$ cat src/rtl/atx_pkg.sv
package atx_pkg;
    localparam int SAMPLE_W = 20;

    typedef enum logic [1:0] {
        SZ16 = 2'd0,
        SZ18 = 2'd1,
        SZ20 = 2'd2,
        SZ12 = 2'd3
    } sz_e;

    typedef struct packed {
        logic       en;
        sz_e        size;
        logic       compact;
        logic [1:0] slots;
    } ctrl_t;

    typedef struct packed {
        logic empty;
        logic half;
        logic full;
        logic underrun;
    } flags_t;
endpackage

$ cat src/rtl/atx_packer.sv
module atx_packer
    import atx_pkg::*;
#(
    parameter int SW = SAMPLE_W
) (
    input  logic [31:0]   word,
    input  sz_e           size,
    input  logic          compact,
    output logic [SW-1:0] s0,
    output logic [SW-1:0] s1,
    output logic [1:0]    count
);
    logic [4:0]           full_sh;
    logic [4:0]           lane_sh;
    logic [SW-1:0]        whole;
    logic [1:0][SW-1:0]   lane_s;

    always_comb begin
        unique case (size)
            SZ12:    full_sh = 5'd8;
            SZ16:    full_sh = 5'd4;
            SZ18:    full_sh = 5'd2;
            default: full_sh = 5'd0;
        endcase
        lane_sh = (size == SZ12) ? 5'd8 : 5'd4;
        whole   = SW'(word << full_sh);
    end

    // two 16-bit lanes, low half is the first sample
    for (genvar g = 0; g < 2; g++) begin : g_lane
        assign lane_s[g] = SW'({16'h0, word[16*g +: 16]} << lane_sh);
    end

    always_comb begin
        s0    = compact ? lane_s[0] : whole;
        s1    = lane_s[1];
        count = compact ? 2'd2 : 2'd1;
    end
endmodule

$ cat src/rtl/atx_store.sv
module atx_store #(
    parameter  int DEPTH = 8,
    parameter  int SW    = 20,
    localparam int LVL_W = $clog2(DEPTH + 1),
    localparam int PTR_W = $clog2(DEPTH)
) (
    input  logic             clk,
    input  logic             rst_n,
    input  logic [1:0]       push_n,
    input  logic [SW-1:0]    s0,
    input  logic [SW-1:0]    s1,
    input  logic             pop,
    output logic [SW-1:0]    rd_left,
    output logic [SW-1:0]    rd_right,
    output logic [LVL_W-1:0] level_q,
    output logic [LVL_W-1:0] level_d
);
    typedef struct packed {
        logic [PTR_W-1:0] wr;
        logic [PTR_W-1:0] rd;
        logic [LVL_W-1:0] level;
    } st_t;

    st_t              st_d, st_q;
    logic [SW-1:0]    mem [DEPTH];
    logic [PTR_W-1:0] wr_next1;
    logic [PTR_W-1:0] rd_next1;

    always_comb begin
        wr_next1 = st_q.wr + PTR_W'(1);
        rd_next1 = st_q.rd + PTR_W'(1);
        st_d     = st_q;
        st_d.wr  = st_q.wr + PTR_W'(push_n);
        if (pop) begin
            st_d.rd = st_q.rd + PTR_W'(2);
        end
        st_d.level = st_q.level + LVL_W'(push_n) - (pop ? LVL_W'(2) : LVL_W'(0));
    end

    always_ff @(posedge clk) begin
        if (!rst_n) begin
            st_q <= '0;
        end else begin
            st_q <= st_d;
        end
    end

    always_ff @(posedge clk) begin
        if (push_n != 2'd0) begin
            mem[st_q.wr] <= s0;
        end
        if (push_n == 2'd2) begin
            mem[wr_next1] <= s1;
        end
    end

    assign rd_left  = mem[st_q.rd];
    assign rd_right = mem[rd_next1];
    assign level_q  = st_q.level;
    assign level_d  = st_d.level;
endmodule

$ cat src/rtl/atx_status.sv
module atx_status
    import atx_pkg::*;
#(
    parameter  int DEPTH = 8,
    localparam int LVL_W = $clog2(DEPTH + 1)
) (
    input  logic             clk,
    input  logic             rst_n,
    input  logic             push,
    input  logic             pop,
    input  logic             clr_ur,
    input  logic [LVL_W-1:0] level_d,
    output flags_t           flags_q
);
    localparam logic [LVL_W-1:0] HALF = LVL_W'(DEPTH / 2);
    localparam logic [LVL_W-1:0] FULL = LVL_W'(DEPTH);

    flags_t flags_d;

    always_comb begin
        flags_d = flags_q;
        if (clr_ur) begin
            flags_d.underrun = 1'b0;
        end
        if (push) begin
            if (level_d != '0) begin
                flags_d.empty    = 1'b0;
                flags_d.underrun = 1'b0;
            end
            if (level_d >= HALF) flags_d.half = 1'b0;
            if (level_d >= FULL) flags_d.full = 1'b1;
        end
        if (pop) begin
            flags_d.full = 1'b0;
            if (level_d <= HALF) flags_d.half = 1'b1;
            if (level_d == '0) begin
                flags_d.empty    = 1'b1;
                flags_d.underrun = 1'b1;
            end
        end
    end

    always_ff @(posedge clk) begin
        if (!rst_n) begin
            flags_q <= '{empty: 1'b1, half: 1'b1, full: 1'b0, underrun: 1'b0};
        end else begin
            flags_q <= flags_d;
        end
    end
endmodule

$ cat src/rtl/audio_tx_fifo.sv
module audio_tx_fifo
    import atx_pkg::*;
#(
    parameter  int DEPTH = 8,
    localparam int LVL_W = $clog2(DEPTH + 1),
    localparam int SW    = SAMPLE_W
) (
    input  logic             clk,
    input  logic             rst_n,
    input  logic             ctrl_we,
    input  logic             ctrl_enable,
    input  logic [1:0]       ctrl_size,
    input  logic             ctrl_compact,
    input  logic [1:0]       ctrl_slots,
    input  logic             wr_en,
    input  logic [31:0]      wr_data,
    input  logic             clr_we,
    input  logic             clr_underrun,
    input  logic [2:0]       irq_mask,
    input  logic             sink_ready,
    output logic             out_valid,
    output logic [SW-1:0]    out_left,
    output logic [SW-1:0]    out_right,
    output logic [LVL_W-1:0] fifo_level,
    output logic             st_empty,
    output logic             st_half,
    output logic             st_full,
    output logic             st_underrun,
    output logic [2:0]       irq_raw,
    output logic             irq
);
    localparam logic [LVL_W-1:0] HALF   = LVL_W'(DEPTH / 2);
    localparam logic [LVL_W-1:0] FULL   = LVL_W'(DEPTH);
    localparam logic [LVL_W:0]   FULL_X = (LVL_W + 1)'(DEPTH);

    typedef struct packed {
        ctrl_t ctrl;
        logic  burst;
    } top_t;

    top_t             top_d, top_q;
    logic [SW-1:0]    s0, s1;
    logic [1:0]       count;
    logic [1:0]       push_n;
    logic             pop;
    logic [LVL_W-1:0] level_q, level_d;
    flags_t           flags;
    sz_e              size_in;

    atx_packer #(.SW(SW)) u_packer (
        .word    (wr_data),
        .size    (top_q.ctrl.size),
        .compact (top_q.ctrl.compact),
        .s0      (s0),
        .s1      (s1),
        .count   (count)
    );

    always_comb begin
        size_in = sz_e'(ctrl_size);
        top_d   = top_q;
        if (ctrl_we) begin
            top_d.ctrl.en      = ctrl_enable;
            top_d.ctrl.size    = size_in;
            top_d.ctrl.compact = ctrl_compact && (size_in == SZ16 || size_in == SZ12);
            top_d.ctrl.slots   = ctrl_slots;
        end

        push_n = 2'd0;
        if (wr_en) begin
            if (count == 2'd2) begin
                push_n = (({1'b0, level_q} + (LVL_W + 1)'(2)) < FULL_X) ? 2'd2 : 2'd0;
            end else begin
                push_n = (level_q < FULL) ? 2'd1 : 2'd0;
            end
        end

        out_valid = top_q.ctrl.en && (top_q.ctrl.slots != 2'b00) &&
                    (level_q >= LVL_W'(2)) && (top_q.burst || level_q >= HALF);
        pop         = out_valid && sink_ready;
        top_d.burst = pop;
    end

    always_ff @(posedge clk) begin
        if (!rst_n) begin
            top_q <= '{ctrl: '{en: 1'b0, size: SZ16, compact: 1'b0, slots: 2'b00},
                       burst: 1'b0};
        end else begin
            top_q <= top_d;
        end
    end

    atx_store #(.DEPTH(DEPTH), .SW(SW)) u_store (
        .clk      (clk),
        .rst_n    (rst_n),
        .push_n   (push_n),
        .s0       (s0),
        .s1       (s1),
        .pop      (pop),
        .rd_left  (out_left),
        .rd_right (out_right),
        .level_q  (level_q),
        .level_d  (level_d)
    );

    atx_status #(.DEPTH(DEPTH)) u_status (
        .clk     (clk),
        .rst_n   (rst_n),
        .push    (push_n != 2'd0),
        .pop     (pop),
        .clr_ur  (clr_we && clr_underrun),
        .level_d (level_d),
        .flags_q (flags)
    );

    always_comb begin
        fifo_level  = level_q;
        st_empty    = flags.empty;
        st_half     = flags.half;
        st_full     = flags.full;
        st_underrun = flags.underrun;
        irq_raw     = {flags.empty && !out_valid, flags.half, flags.underrun};
        irq         = |(irq_raw & irq_mask);
    end
endmodule

$ cat config.mk
export PLATFORM = sky130hd
export DESIGN_NAME = audio_tx_fifo
export DESIGN_NICKNAME = d
export VERILOG_FILES = /design/src/rtl/atx_pkg.sv /design/src/rtl/atx_packer.sv /design/src/rtl/atx_store.sv /design/src/rtl/atx_status.sv /design/src/rtl/audio_tx_fifo.sv
export SDC_FILE = /design/constraint.sdc
export NUM_CORES = 1
export LEC_CHECK = 0
export BUFFER_PORTS_ARGS = -buffer_cell sky130_fd_sc_hd__buf_2
export CAP_MARGIN = 5
export CORE_MARGIN = 3
export CORE_UTILIZATION = 57
export CTS_CLUSTER_SIZE = 10
export DETAILED_ROUTE_END_ITERATION = 6
export PLACE_DENSITY = 0.83
export RECOVER_POWER = 50
export SKIP_CTS_REPAIR_TIMING = 1
export SYNTH_ARGS = -nofsm -noshare
export SYNTH_HDL_FRONTEND = slang
export SYNTH_SLANG_ARGS = --single-unit
export TNS_END_PERCENT = 1
$ cat constraint.sdc
create_clock -name clk -period 3.9 [get_ports clk]
set_clock_uncertainty 0.15 [all_clocks]
set_input_delay 0.195 -clock clk [delete_from_list [all_inputs] [get_ports clk]]
set_output_delay 0.195 -clock clk [all_outputs]
set_load 0.05 [all_outputs]
# [Word level (Yosys, flattened, before mapping)]
# Memory sizes are Yosys's and may differ from the RTL's. A register that Yosys moved wholly into a read port is not among the register bits.
# Index checks and enable logic that the tools add are counted.
# Widths: inputs -> output; s select.
[op_classes] add_sub_neg=7 multipliers=0 div_mod_pow=0 n_lt_le_gt_ge=7 n_eq_ne=5 shift=3 muxes=25 n_bitwise=2 reduce_logical=19
[op_table] cell="$shl 16x5->20" n=2
[op_table] cell="$shl 32x4->20" n=1
[op_table] cell="$mux 20" n=1
[op_table] cell="$mux 1" n=13
[op_table] cell="$mux 4" n=3
[op_table] cell="$pmux 4 s3" n=1
[op_table] cell="$mux 2" n=5
[op_table] cell="$eq 2x2->1 const B" n=4
[op_table] cell="$ge 4x3->1 const B" n=2
[op_table] cell="$logic_and 1x1->1" n=7
[op_table] cell="$add 3x1->3 const B" n=2
[op_table] cell="$mux 3" n=2
[op_table] cell="$add 4x2->5 const B" n=1
[op_table] cell="$lt 5x4->1 const B" n=1
[op_table] cell="$add 4x2->4" n=1
[op_table] cell="$ge 4x2->1 const B" n=1
[op_table] cell="$ge 4x4->1 const B" n=1
[op_table] cell="$le 4x3->1 const B" n=1
[op_table] cell="$logic_not 2->1" n=2
[op_table] cell="$logic_not 4->1" n=1
[op_table] cell="$lt 4x4->1 const B" n=1
[op_table] cell="$reduce_bool 2->1" n=2
[op_table] cell="$reduce_bool 4->1" n=1
[op_table] cell="$sub 4x4->4" n=1
[op_table] cell="10 further kinds" n=11
[totals] reg_bits=21 latch_bits=0 mem_bits_rw=160 romBits=0 n_memories=1
[mem_list] memory="u_store.mem" depth=8 width=20 rd=2 rd_clocked_by_memory_dff=1 write_ports=2 line="atx_store.sv:25" rtl="logic [SW-1:0] mem [DEPTH];"

# [Logic depth before layout (Yosys ltp)]
# Gate-level depths: netlist (run 1).
[logic_depth] depth_word=12 ltp_mapped=14 ltp_nobuf=14

# [Modules after synthesis]
# Synthesis (run 1) repeated with hierarchy kept, for this count alone.
[unflattened] hier_cells=648 area_unflattened_um2=9801.9
[by_module_without_submodules] mod="atx_store" instances=1 cells_per_inst=466 area_per_inst_um2=8411.8
[by_module_without_submodules] mod="atx_packer" instances=1 cells_per_inst=122 area_per_inst_um2=845.8
[by_module_without_submodules] mod="audio_tx_fifo" instances=1 cells_per_inst=40 area_per_inst_um2=374.1
[by_module_without_submodules] mod="atx_status" instances=1 cells_per_inst=20 area_per_inst_um2=170.2

# [Worst setup path before layout (run 1)]
# No wires, ideal clock.
[synth_timing] kind="flip-flop to flip-flop" start="reg u_store.st_q, in the netlist u_store.level_q[3]" end="reg u_status.flags_q[2] (netlist bit)" arrival_ns=3.926 required_time_ns=3.633 path_slack_ns=-0.293 path_stages_with_launch=14 cell_sequence="dfxtp_1 -> inv_1 -> ha_1 -> nor2b_1 -> nor3_1 -> nand2_1 -> inv_2 -> fa_1 -> ha_1 -> nand2b_1 -> nor2_1 -> or3_1 -> or2_0 -> a22o_1"
[synth_via] elab_cells_between_ends=23 cone_classes="3 x add/sub; 6 x order compare; 9 x mux; 5 x reduce/logical"
[synth_rtl] element="start: declaration" line="atx_store.sv:24" rtl="st_t st_d, st_q;"
[synth_rtl] element="start signal: assignment" line="atx_store.sv:44" rtl="st_q <= st_d;"
[synth_rtl] element="$ge 4x2->1 / $ge 4x3->1 (equally long branches)" line="audio_tx_fifo.sv:79" rtl="(level_q >= LVL_W'(2)) && (top_q.burst || level_q >= HALF);"
[synth_rtl] element="$logic_and 1x1->1 / $logic_or 1x1->1 (equally long branches)" line="audio_tx_fifo.sv:78, audio_tx_fifo.sv:79"
[synth_rtl] element="$logic_and 1x1->1 (*)" line="audio_tx_fifo.sv:79"
[synth_rtl] element="named net out_valid" line="audio_tx_fifo.sv:21" rtl="output logic out_valid,"
[synth_rtl] element="$logic_and 1x1->1 (*)" line="audio_tx_fifo.sv:80" rtl="pop = out_valid && sink_ready;"
[synth_rtl] element="named net pop" line="audio_tx_fifo.sv:45" rtl="logic pop;"
[synth_rtl] element="$mux 2" line="atx_store.sv:37" rtl="st_d.level = st_q.level + LVL_W'(push_n) - (pop ? LVL_W'(2) : LVL_W'(0));"
[synth_rtl] element="$sub 4x4->4" line="atx_store.sv:37"
[synth_rtl] element="$ge 4x3->1" line="atx_status.sv:30" rtl="if (level_d >= HALF) flags_d.half = 1'b0;"
[synth_rtl] element="$mux 1" line="atx_status.sv:30"
[synth_rtl] element="$mux 4" line="atx_status.sv:25" rtl="if (push) begin"
[synth_rtl] element="$mux 1" line="atx_status.sv:35" rtl="if (level_d <= HALF) flags_d.half = 1'b1;"
[synth_rtl] element="$mux 4 (*)" line="atx_status.sv:33" rtl="if (pop) begin"
[synth_rtl] element="end signal: assignment" line="atx_status.sv:45" rtl="flags_q <= '{empty: 1'b1, half: 1'b1, full: 1'b0, underrun: 1'b0};"
[synth_rtl] element="end signal: assignment" line="atx_status.sv:47" rtl="flags_q <= flags_d;"
[synth_rtl] element="end: declaration" line="atx_status.sv:13" rtl="output flags_t flags_q"
# Mark *: on every way through the listed nets, which the timed path passes. The rest lies on a longest branch.
# A chain may end at the register's enable or synchronous reset.

==> out/qor.yml, run 1 <==
outcome:
  status: "finished, violations left"
  violations: "DRC, capacitance limit, slew limit"
timing:
  timing.fmax_ghz: 0.283
  fin_tns_setup_ns: 0
  fin_crit_sh: 0.905
  final-setup-viol-count: 0
  grt_setup_unrepaired: "false"
  layout_min_cycle_time_ns: 3.53
  relSlewSlack: -0.0502
  slew_viol_final: 43
  worstMarginPinSlew_ns: 1.58
  finalHoldViolCount: 0
logic_synthesis:
  yosysSeqAreaShare: 0.559
  synth-seq-cells: 182
  yosys_warnings: 0
  synth_nets: 826
  synth_area_leaders: "edfxtp_1, mux4_2, mux2i_1"
  netlist_area_um2: 9390
  synth_top_area_share: 0.512
  synth_cell_types: 51
  synthCells: 768
  avgSynthCellArea_um2: 12.2
  synth_top_area_cell: "edfxtp_1"
finish:
  area_growth_pct: 13.9
  drive_gt1_frac: 0.206
  nets: 918
  design_area_um2: 10700
  fin_cells: 1089
  diodes: 0
  fill_cells: 1209
setup_path:
  endpoint_kind: "register"
  crit_start: "u_store.st_q[7]"
  cp-start-kind: "register"
  crit_fanout: 30
  worstSetupPathType: "reg -> reg"
  reg2reg_slack_ns: 0.37
  r2r.worst_path.cells: 6
  timing.rr.start: "u_store.st_q[7]"
  crit_required_ns: 3.85
  worstReg2RegEnd: "u_store.mem[3][16]"
  crit_arrival_ns: 3.48
job:
  drv_cap: 1
floorplanning:
  rows: 46
  core_area_um2: 16000
  initial_utilization: 0.587
  io_pins: 101
  dieArea_um2: 18000
  die_y_um: 134
  die_x_um: 134
place:
  place_congestion: 0.852
  postPlaceCellArea_um2: 10100
  portBuffers: 100
  hpwl_um: 15100
  dpl.cell_count: 1046
drt:
  vias: 6749
  wirelength_um: 23300
  avgRoutedWirePerCell_um: 21.4
  antenna_left: 0
  vias_per_cell: 6.20
  drtPass1Iterations: 7
  drc: 1
  drt_iter0_drc: 948
global_routing:
  antenna_found_initial: 2
  grt_pass1_wl_um: 35900
  grt_use_total: 0.264
  gr-total-overflow: 0
  grt_max_degree: 43
  grt_pass1_vias: 6641
clocking:
  cts_tree: "done"
  cts-buffers-inserted: 17
  root_buffer: "clkbuf_16"
  cts_buffer_depth: 2
  cts.clk_slew.worst_paths_ns: 0.07
  clock_latency_ns: 0.43
  cts_max_level: 4
  cts_sinks: 182
worst_hold_path:
  holdPathEnd: "top_q[2]"
  min_from: "ctrl_we"
  min_path_type: "in -> reg"
  holdPathStages: 3
power:
  vdd_drop_max_mv: 0.376
  powerDensity_nw_per_um2: 509
  p_total_mw: 5.44
  leakage_nw: 3.72
cells in the mapped netlist (all sizes together):
cell,n
nand2b,23
or3,1
nor4b,1
o21ai,33
buf,42
nand2,23
o221ai,8
nor3b,2
mux4,40
ha,8
dfxtp,22
or2,2
a222oi,1
o21a,1
edfxtp,160
a22oi,10
a22o,1
fa,2
mux2i,49
and3b,16
inv,20
and3,2
clkbuf,24
nand3,26
o32ai,2
and2,5
nor2b,6
o211ai,1
o311a,1
nand4,1
a21oi,88
o22ai,2
o31ai,8
o2111ai,2
nor3,7
o21ba,1
xnor2,4
xor2,4
o21bai,4
nor2,115
registers in the layout, indices dropped and copies added, names as in the netlist, named ones only:
signal            flops
u_status.flags_q      4
u_store.level_q       4
u_store.st_q          5
top_q                 7
u_store.mem         160
critical path, stage by stage, from the launching register on:
cell and delay, ns:
dfxtp_1 0.77, ha_1 0.27, o2111ai_1 0.55, nor3_4 0.30, clkbuf_2 0.58, o21bai_2 0.23
buf_4 0.33
through the flow:
| step | setup WS, ns | util | hold WS [ns] |
|---|---|---|---|
| 6_report | 0.369 | 0.669 | 0.00618 |
| 5_1_grt | 0.149 | 0.669 | 0.0232 |
| 4_1_cts | 0.496 | 0.669 | -0.151 |
| 3_5_place_dp | 0.535 | 0.632 | 0.297 |
| 3_3_place_gp | 0.758 | 0.632 | 0.287 |
| 2_1_floorplan | 0.228 | - | 0.125 |
power breakdown:
group          internal [mW]  total, mW  switching (mW)
clock network           1.00       1.72           0.722
registers               2.31       2.39          0.0774
logic                  0.394       1.33           0.938
total                   3.71       5.44            1.74
layout make-up:
type / instances / area [um2] / share of cell area
multi-input combinational: 500 / 3780 / 0.353
timing repair buffer: 139 / 742 / 0.0694
clock inverter: 14 / 158 / 0.0147
tap: 216 / 270 / 0.0253
sequential: 182 / 5250 / 0.490
clock buffer: 18 / 429 / 0.0401
inverter: 20 / 75.1 / 0.00702
cell families after synthesis:
group | share of synthesized area
simple gates | 0.121
mux | 0.149
fa+ha+maj | 0.0149
flops | 0.559
buf+inv | 0.0432
xor+xnor | 0.00746
compound gates | 0.106
worst max-delay path by stage:
stage	to	slack, ns
floorplan	u_status.flags_q[2]	0.23
global placement	u_status.flags_q[2]	0.76
detailed placement	u_status.flags_q[0]	0.53
CTS	u_status.flags_q[0]	0.50
global route	u_status.flags_q[0]	0.15
finish	u_store.mem[3][16]	0.37
cell usage in the layout (no fill, tap or decap), types with 5 or more instances in the layout:
master / n
buf_2: 47
nor2_1: 111
o21ai_1: 7
a22oi_1: 10
dfxtp_1: 22
nand3_1: 26
mux2i_1: 46
o31ai_2: 5
nand2_1: 22
clkbuf_1: 44
o221ai_1: 8
and3b_1: 16
inv_1: 20
edfxtp_1: 160
nor2b_1: 6
clkinv_2: 5
ha_1: 8
buf_4: 18
mux4_2: 40
a21oi_1: 88
o21ai_0: 26
clkbuf_2: 20
dlygate4sd3_1: 11
clkbuf_16: 17
nand2b_1: 23
per-layer routing:
layer,wire length [um],track usage
met1,8530,0.347
met2,11600,0.423
met3,2230,0.0656
met4,897,0.114
met5,27,0
Power figures use the tool's default switching activity.
==> inputs of run 2 (changes only) <==
Settings changed: CORE_ASPECT_RATIO set to 0.7.
==> out/qor.yml, run 2 (same netlist as run 1, synthesis figures left out) <==
global_routing:
  grt_pass1_vias: 6456
  grt_pass1_wl_um: 37200
  grt_max_degree: 36
  grt_use_total: 0.272
  gr-total-overflow: 0
  antenna_found_initial: 0
floorplanning:
  dieArea_um2: 18100
  io_pins: 101
  die_y_um: 113
  core_area_um2: 15800
  die_x_um: 159
  initial_utilization: 0.593
  rows: 38
worst_hold_path:
  holdPathStages: 3
  min_from: "ctrl_we"
  min_path_type: "in -> reg"
  holdPathEnd: "top_q[1]"
clocking:
  cts_tree: "done"
  cts.clk_slew.worst_paths_ns: 0.06
  root_buffer: "clkbuf_16"
  cts_buffer_depth: 2
  cts_max_level: 4
  clock_latency_ns: 0.43
  cts_sinks: 182
  cts-buffers-inserted: 17
drt:
  drtPass1Iterations: 5
  vias: 6870
  vias_per_cell: 6.27
  drc: 0
  antenna_left: 0
  drt_iter0_drc: 790
  avgRoutedWirePerCell_um: 22.1
  wirelength_um: 24200
setup_path:
  reg2reg_slack_ns: 0.29
  crit_fanout: 14
  crit_required_ns: 3.87
  crit_start: "u_store.st_q[7]"
  r2r.worst_path.cells: 7
  worstReg2RegEnd: "u_store.mem[5][18]"
  worstSetupPathType: "reg -> reg"
  endpoint_kind: "register"
  timing.rr.start: "u_store.st_q[7]"
  cp-start-kind: "register"
  crit_arrival_ns: 3.59
timing:
  finalHoldViolCount: 1
  timing.fmax_ghz: 0.277
  fin_tns_setup_ns: 0
  slew_viol_final: 60
  final-setup-viol-count: 0
  fin_crit_sh: 0.927
  worstMarginPinSlew_ns: 1.64
  grt_setup_unrepaired: "false"
  relSlewSlack: -0.0903
  hold_slack_ns: -0.0113
  layout_min_cycle_time_ns: 3.61
finish:
  diodes: 0
  final_cell_mix: "edfxtp_1, nor2_1, a21oi_1, clkbuf_1, buf_2"
  largest_reg_flops: 160
  fin_cells: 1095
  fill_cells: 1189
  final_common_cell: "edfxtp_1"
  nets: 920
  reg_top3: "u_store.mem (160), top_q (7), u_store.st_q (5)"
  area_growth_pct: 13.6
  regMostFlops: "u_store.mem"
  drive_gt1_frac: 0.181
outcome:
  violations: "hold timing, capacitance limit, slew limit"
  status: "finished, violations left"
place:
  hpwl_um: 16100
  portBuffers: 100
  place_congestion: 0.880
  dpl.cell_count: 1052
power:
  p_sw_frac: 0.324
  leakage_nw: 3.66
  comb_power_share: 0.251
  vdd_drop_max_mv: 0.290
  p_total_mw: 5.37
  switching_power_mw: 1.74
  powerDensity_nw_per_um2: 504
  p_int_mw: 3.63
  p_clk_frac: 0.304
  seq_power_share: 0.445
job:
  drv_cap: 2
-- run 2: cell types whose count changed in the layout (fill, tap and decap cells not counted), sizes merged --
cell	before	now
clkbuf	81	83
clkinv	7	9
buf	65	66
bufinv	3	2
clkinvlp	2	1
inv	22	21
-- run 2: stage by stage --
stage / setup slack, ns / util / instance area (um2)
final: 0.285 / 0.674 / 10700
after global routing: 0.0858 / 0.674 / 10700
after CTS: 0.496 / 0.676 / 10700
after detailed placement: 0.530 / 0.642 / 10200
after global placement: 0.782 / 0.642 / 10200
after floorplan: 0.228 / - / 9390
-- run 2: worst max-delay path by stage --
| stage | slack [ns] | to |
|---|---|---|
| global route | 0.09 | u_status.flags_q[0] |
| detailed placement | 0.53 | u_status.flags_q[0] |
| floorplan | 0.23 | u_status.flags_q[2] |
| CTS | 0.50 | u_status.flags_q[0] |
| finish | 0.29 | u_store.mem[5][18] |
| global placement | 0.78 | u_status.flags_q[2] |
-- run 2: final cells by class --
| class | instances | area [um2] | share of cell area |
|---|---|---|---|
| sequential | 182 | 5250 | 0.492 |
| clock buffer | 19 | 433 | 0.0406 |
| tap | 220 | 275 | 0.0258 |
| clock inverter | 13 | 111 | 0.0104 |
| timing repair buffer | 141 | 729 | 0.0684 |
| inverter | 20 | 75.1 | 0.00704 |
| multi-input combinational | 500 | 3800 | 0.356 |
-- run 2: metal layers --
layer  up-vias  track usage  wire [um]
met5         -            0          0
met4         0       0.0851        434
met3        47       0.0701       2940
met2       460        0.410      11000
met1      3307        0.395       9800
li1       3056            -          -
-- run 2: power groups by stage --
stage | Clock (mW) | Combinational, mW | Sequential, mW
2_1_floorplan | 0 | 0.992 | 2.44
3_3_place_gp | 0 | 1.33 | 2.42
3_5_place_dp | 0 | 1.36 | 2.43
4_1_cts | 1.64 | 1.37 | 2.39
5_1_grt | 1.72 | 1.45 | 2.41
6_report | 1.63 | 1.35 | 2.39
-- run 2: critical path, stage by stage (launching register included) --
cell and delay, ns:
dfxtp_1 0.75, ha_1 0.39, inv_1 0.07, o2111ai_1 0.48, nor3_4 0.36, clkbuf_1 0.58
o21bai_2 0.27, buf_4 0.25
